`src/rtl/prog_entry_pkg.sv`:
```
package prog_entry_pkg;

   typedef enum logic [2:0] {
      ST_IDLE,
      ST_HOLD,
      ST_PULSE,
      ST_WAIT,
      ST_SEND,
      ST_DONE,
      ST_FAIL
   } seq_state_e;

   localparam int unsigned FRAME_LEN = 4;
   localparam int unsigned ECHO_POS  = 2;
   localparam logic [7:0]  SYNC_BYTE = 8'h53;

   function automatic logic [7:0] frame_byte(input logic [1:0] idx);
      case (idx)
         2'd0:    frame_byte = 8'hAC;
         2'd1:    frame_byte = SYNC_BYTE;
         default: frame_byte = 8'h00;
      endcase
   endfunction

endpackage

```
`src/rtl/prog_cycle_timer.sv`:
```
module prog_cycle_timer #(
   parameter int unsigned W = 8
) (
   input  logic         clk,
   input  logic         rst_n,
   input  logic         load_i,
   input  logic [W-1:0] load_val_i,
   output logic         expire_o
);

   generate
      if (W < 1) begin : g_bad_width
         $error("prog_cycle_timer: W must be at least 1");
      end
   endgenerate

   logic [W-1:0] cnt_q;

   always_ff @(posedge clk or negedge rst_n) begin
      if (!rst_n)            cnt_q <= '0;
      else if (load_i)       cnt_q <= load_val_i;
      else if (cnt_q != '0)  cnt_q <= cnt_q - 1'b1;
   end

   assign expire_o = (cnt_q == '0);

   // count only ever moves down by one unless reloaded
   p_count_down_r6: assert property (@(posedge clk) disable iff (!rst_n)
      (!load_i && cnt_q != '0) |=> (cnt_q == $past(cnt_q) - 1'b1));

endmodule

```
`src/rtl/prog_enable_frame.sv`:
```
module prog_enable_frame
   import prog_entry_pkg::*;
(
   input  logic       clk,
   input  logic       rst_n,
   input  logic       go_i,
   input  logic       ack_i,
   input  logic [7:0] rx_i,
   output logic       req_o,
   output logic [7:0] tx_o,
   output logic       fin_o,
   output logic       echo_ok_o
);

   generate
      if (ECHO_POS >= FRAME_LEN - 1) begin : g_bad_pos
         $error("prog_enable_frame: echo must be judged before the last byte");
      end
   endgenerate

   logic       active_q;
   logic [1:0] idx_q;
   logic       echo_q;
   logic       last_ack;

   assign last_ack = active_q && ack_i && (idx_q == 2'(FRAME_LEN - 1));

   always_ff @(posedge clk or negedge rst_n) begin
      if (!rst_n) begin
         active_q <= 1'b0;
         idx_q    <= '0;
         echo_q   <= 1'b0;
      end else if (go_i && !active_q) begin
         active_q <= 1'b1;
         idx_q    <= '0;
         echo_q   <= 1'b0;
      end else if (active_q && ack_i) begin
         if (idx_q == 2'(ECHO_POS)) echo_q <= (rx_i == SYNC_BYTE);
         if (last_ack) begin
            active_q <= 1'b0;
            idx_q    <= '0;
         end else begin
            idx_q <= idx_q + 1'b1;
         end
      end
   end

   assign req_o     = active_q;
   assign tx_o      = frame_byte(idx_q);
   assign fin_o     = last_ack;
   assign echo_ok_o = echo_q;

   p_tx_hold_r3: assert property (@(posedge clk) disable iff (!rst_n)
      (req_o && !ack_i) |=> (req_o && $stable(tx_o)));

   p_fin_needs_ack_r4: assert property (@(posedge clk) disable iff (!rst_n)
      fin_o |-> (ack_i && req_o));

   p_first_byte_r3: assert property (@(posedge clk) disable iff (!rst_n)
      $rose(req_o) |-> (tx_o == 8'hAC));

endmodule

```
`src/rtl/prog_entry_seq.sv`:
```
module prog_entry_seq
   import prog_entry_pkg::*;
#(
   parameter int unsigned PWRUP_CYC     = 16,
   parameter int unsigned RST_PULSE_CYC = 4,
   parameter int unsigned MAX_TRIES     = 4
) (
   input  logic       clk,
   input  logic       rst_n,
   input  logic       start_i,
   output logic       xfer_req_o,
   output logic [7:0] xfer_tx_o,
   input  logic       xfer_ack_i,
   input  logic [7:0] xfer_rx_i,
   output logic       tgt_reset_o,
   output logic       busy_o,
   output logic       done_o,
   output logic       error_o
);

   localparam int unsigned LONGEST = (PWRUP_CYC > RST_PULSE_CYC) ? PWRUP_CYC : RST_PULSE_CYC;
   localparam int unsigned TW      = (LONGEST < 2) ? 1 : $clog2(LONGEST);
   localparam int unsigned RW      = (MAX_TRIES < 2) ? 1 : $clog2(MAX_TRIES);

   generate
      if (PWRUP_CYC < 1) begin : g_bad_pwrup
         $error("prog_entry_seq: PWRUP_CYC must be at least 1");
      end
      if (RST_PULSE_CYC < 1) begin : g_bad_pulse
         $error("prog_entry_seq: RST_PULSE_CYC must be at least 1");
      end
      if (MAX_TRIES < 1) begin : g_bad_tries
         $error("prog_entry_seq: MAX_TRIES must be at least 1");
      end
   endgenerate

   seq_state_e    state_q, state_d;
   logic [RW-1:0] tries_q;
   logic          tries_inc, tries_clr;
   logic          tmr_load, tmr_exp;
   logic [TW-1:0] tmr_val;
   logic          frame_go, frame_fin, frame_ok;

   prog_cycle_timer #(.W(TW)) u_timer (
      .clk        (clk),
      .rst_n      (rst_n),
      .load_i     (tmr_load),
      .load_val_i (tmr_val),
      .expire_o   (tmr_exp)
   );

   prog_enable_frame u_frame (
      .clk       (clk),
      .rst_n     (rst_n),
      .go_i      (frame_go),
      .ack_i     (xfer_ack_i),
      .rx_i      (xfer_rx_i),
      .req_o     (xfer_req_o),
      .tx_o      (xfer_tx_o),
      .fin_o     (frame_fin),
      .echo_ok_o (frame_ok)
   );

   always_comb begin
      state_d   = state_q;
      tmr_load  = 1'b0;
      tmr_val   = TW'(PWRUP_CYC - 1);
      frame_go  = 1'b0;
      tries_inc = 1'b0;
      tries_clr = 1'b0;
      case (state_q)
         ST_IDLE, ST_DONE, ST_FAIL: begin
            if (start_i) begin
               state_d   = ST_HOLD;
               tmr_load  = 1'b1;
               tries_clr = 1'b1;
            end
         end
         ST_HOLD, ST_WAIT: begin
            if (tmr_exp) begin
               state_d  = ST_SEND;
               frame_go = 1'b1;
            end
         end
         ST_PULSE: begin
            if (tmr_exp) begin
               state_d  = ST_WAIT;
               tmr_load = 1'b1;
            end
         end
         ST_SEND: begin
            if (frame_fin) begin
               if (frame_ok) begin
                  state_d = ST_DONE;
               end else if (tries_q == RW'(MAX_TRIES - 1)) begin
                  state_d = ST_FAIL;
               end else begin
                  state_d   = ST_PULSE;
                  tmr_load  = 1'b1;
                  tmr_val   = TW'(RST_PULSE_CYC - 1);
                  tries_inc = 1'b1;
               end
            end
         end
         default: state_d = ST_IDLE;
      endcase
   end

   always_ff @(posedge clk or negedge rst_n) begin
      if (!rst_n) begin
         state_q <= ST_IDLE;
         tries_q <= '0;
      end else begin
         state_q <= state_d;
         if (tries_clr)      tries_q <= '0;
         else if (tries_inc) tries_q <= tries_q + 1'b1;
      end
   end

   assign tgt_reset_o = (state_q == ST_PULSE);
   assign busy_o      = (state_q == ST_HOLD) || (state_q == ST_PULSE) ||
                        (state_q == ST_WAIT) || (state_q == ST_SEND);
   assign done_o      = (state_q == ST_DONE);
   assign error_o     = (state_q == ST_FAIL);

   p_no_xfer_in_reset_r6: assert property (@(posedge clk) disable iff (!rst_n)
      tgt_reset_o |-> !xfer_req_o);

   p_reset_fall_quiet_r6: assert property (@(posedge clk) disable iff (!rst_n)
      $fell(tgt_reset_o) |-> (!xfer_req_o && busy_o));

   p_tries_bound_r7: assert property (@(posedge clk) disable iff (!rst_n)
      tries_q < RW'(MAX_TRIES) || MAX_TRIES == (1 << RW));

   p_done_sticky_r5: assert property (@(posedge clk) disable iff (!rst_n)
      (done_o && !start_i) |=> (done_o && !xfer_req_o && !tgt_reset_o));

   p_error_sticky_r7: assert property (@(posedge clk) disable iff (!rst_n)
      (error_o && !start_i) |=> (error_o && !xfer_req_o && !tgt_reset_o));

   p_busy_start_ignored_r8: assert property (@(posedge clk) disable iff (!rst_n)
      (busy_o && start_i && !tgt_reset_o && !xfer_req_o) |=> !done_o && !error_o);

   p_status_excl_r9: assert property (@(posedge clk) disable iff (!rst_n)
      $onehot0({busy_o, done_o, error_o}));

endmodule

```
`config.mk`:
```
export PLATFORM = sky130hd
export DESIGN_NAME = prog_entry_seq
export DESIGN_NICKNAME = d
export VERILOG_FILES = /design/src/rtl/prog_entry_pkg.sv /design/src/rtl/prog_cycle_timer.sv /design/src/rtl/prog_enable_frame.sv /design/src/rtl/prog_entry_seq.sv
export SDC_FILE = /design/constraint.sdc
export NUM_CORES = 1
export LEC_CHECK = 0
export ABC_AREA = 0
export ABC_CLOCK_PERIOD_IN_PS = 2400
export BUFFER_PORTS_ARGS = -buffer_cell sky130_fd_sc_hd__buf_4
export CAP_MARGIN = 15
export CORE_MARGIN = 2
export CORE_UTILIZATION = 23
export DETAILED_ROUTE_END_ITERATION = 7
export PLACE_DENSITY_LB_ADDON = 0.05
export SETUP_SLACK_MARGIN = 0.1
export SYNTH_ARGS = -nofsm -noshare
export SYNTH_HDL_FRONTEND = slang
export SYNTH_HIERARCHICAL = 1
export SYNTH_SLANG_ARGS = --single-unit
```
`constraint.sdc`:
```
create_clock -name clk -period 2.4 [get_ports clk]
set_input_delay 0.36 -clock clk [delete_from_list [all_inputs] [get_ports clk]]
set_output_delay 0.36 -clock clk [all_outputs]
set_load 0.01 [all_outputs]
```
==> impl_metrics.tcl <==
set metrics [dict create \
    syn_avg_cell_area_sq_um 9.24 \
    worstHoldStart "start_i" \
    fin_skew_ps 2.99 \
    synth.area.top_cells "dfrtp_1, ha_1, buf_4, o21ai_0, nor2_1" \
    grt_pass1_wl_microns 3700 \
    dpl.cell_count 171 \
    maxCapViolations 0 \
    io_pins 25 \
    use_met3 0.0233 \
    finalNonFillerCells 176 \
    syn-instance-count 106 \
    synth_most_common_cell "dfrtp_1" \
    final_nets 145 \
    diodes 0 \
    ys_seq_elements 13 \
    fin_crit_sh 0.851 \
    fin_crit_ps 2040 \
    die_w_microns 69.3 \
    grt_busiest_layer "met2" \
    cts_tree "done" \
    synth_edf_count 0 \
    io_buffers 24 \
    htree_num_levels 1 \
    ys_types 45 \
    drive_above_1_share 0.278 \
    timing.rr.start "u_timer/cnt_q[0]" \
    status "complete, no violations" \
    dp_hpwl_microns 1630 \
    initial_core_util 0.241 \
    routed_wl_microns 2160 \
    rsz0062_at_grt "false" \
    grt_pass1_vias 801 \
    synth_seq_area_share 0.332 \
    ys_warn_count 6 \
    critPathMaxFanout 8 \
    num_rows 23 \
    async_reset_ff_frac 1.00 \
    die-area_sq_um 4800 \
    cts_buffers 3 \
    cp.arrival_ps 2170 \
    crit_required_ps 2530 \
    grt_util_met1 0.121 \
    power_mw 1.21 \
    dr.pass1.iters 4 \
    area_delta_synth_final_pct 23.9 \
    viasPerCell 4.63 \
    met2_usage 0.149 \
    grt_max_degree 15 \
    cts_root_buffer "clkbuf_8" \
    ys.flop_type "dfrtp_1" \
    setup_tns_ps 0 \
    hold_class "in2reg" \
    fmax_ghz 0.490 \
    setup_viol 0 \
    synth.top_cell.area_share 0.332 \
    yosys.area.top_type "dfrtp_1" \
    leakagePower_nw 0.565 \
    drc 0 \
    num_vias 814 \
    gp_congestion 0.755 \
    criticalPathCategory "reg2reg" \
    die_h_microns 69.3 \
    fp.coreArea_sq_um 4060 \
    synth_area_sq_um 980 \
    endpoint_kind "flip-flop" \
    yosys-top-cells-count "dfrtp_1, nor2_1" \
    grt_overflow 0 \
    grt_usage 0.0947 \
    post_cts_buffers 0 \
    final_hold_viol_count 0 \
    cts_buffer_depth 2 \
    peakVddDrop_mv 0.296 \
    clk_latency_ps 240 \
    critPathLaunchType "flip-flop" \
    critPathLaunch "u_timer/cnt_q[0]" \
    drv_slew 0 \
    drtIter0Drc 25 \
    antenna_found_initial 0 \
    path_clk_slew_ps 60 \
    pwr_density_cell_nw_per_um2 1000 \
    avgRoutedWirePerCell_microns 12.3 \
    ant_nets 0 \
    cts.sinks 13 \
]
## sequential cells by signal, indices dropped and copies added, names as in the netlist
name	flops
u_frame/echo_ok_o	1
u_frame/req_o	1
u_frame/idx_q	2
u_timer/cnt_q	4
tries_q	2
state_q	3
## cell usage in the layout (no fill, tap or decap), types with 4 or more instances in the layout
cell	Yosys	layout
nor2_1	8	8
nand3_1	4	4
inv_1	6	6
dfrtp_1	13	13
o21ai_0	6	6
buf_4	6	25
ha_1	6	6
nand2b_1	4	4
## layout make-up
cell class	count	area, sq um
well taps	50	62.6
multi-input cells	77	561
flip-flops and latches	13	325
inverters	6	22.5
fillers	422	2840
clock buffers	4	45.0
repair buffers	26	198
## through the flow
stage | area (sq um) | hold slack, ps | util | setup slack (ps)
finish | 1210 | 387 | 0.299 | 357
detailed placement | 1160 | 226 | 0.286 | 337
global placement | 1160 | 230 | 0.286 | 352
floorplan | 983 | 64.4 | - | 452
CTS | 1210 | 376 | 0.299 | 322
global route | 1210 | 393 | 0.299 | 177
## worst paths after layout
path,endpoint,slack [ps],cells past startpoint
min in group asynchronous,u_timer/cnt_q[1],500,2
setup reg to reg,u_timer/cnt_q[3],360,7
hold / removal,tries_q[1],390,2
hold reg to reg,tries_q[1],560,2
setup / recovery,u_timer/cnt_q[3],360,7
max in group asynchronous,u_frame/req_o,1730,2
## cell families after synthesis
kind of cell | synth area share
and+or+nand+nor | 0.266
buffers and inverters | 0.0996
AOI/OAI and AO/OA | 0.152
other | 0.00383
xor gates and xnor gates | 0.0268
adders and majority gates | 0.0766
muxes | 0.0434
DFF | 0.332
## power by group
part / total, mW / switching (mW) / internal [mW]
Clock: 0.200 / 0.0826 / 0.117
Sequential: 0.393 / 0.101 / 0.292
Combinational: 0.621 / 0.284 / 0.337
Total: 1.21 / 0.468 / 0.746
## routing by layer
metal | wire length (microns) | up-vias | share of wire
li1 | - | 409 | -
met1 | 1030 | 382 | 0.48
met2 | 1020 | 17 | 0.47
met3 | 71 | 6 | 0.033
met4 | 40 | 0 | 0.018
met5 | 0 | - | 0
## worst max-delay path, stage by stage, from the launching register on
cell	delay (ps)
dfrtp_1	370
inv_1	90
ha_1	220
nor3b_4	360
nor3b_1	230
a211o_1	260
nor3_1	80
a221o_1	310
## timing repair
| action | in CTS | in global routing |
|---|---|---|
| hold buffers | 1 | 0 |
| hold endpoints to repair | 13 | 0 |
| resized for setup | 0 | 0 |
(Power assumes the default switching activity.)
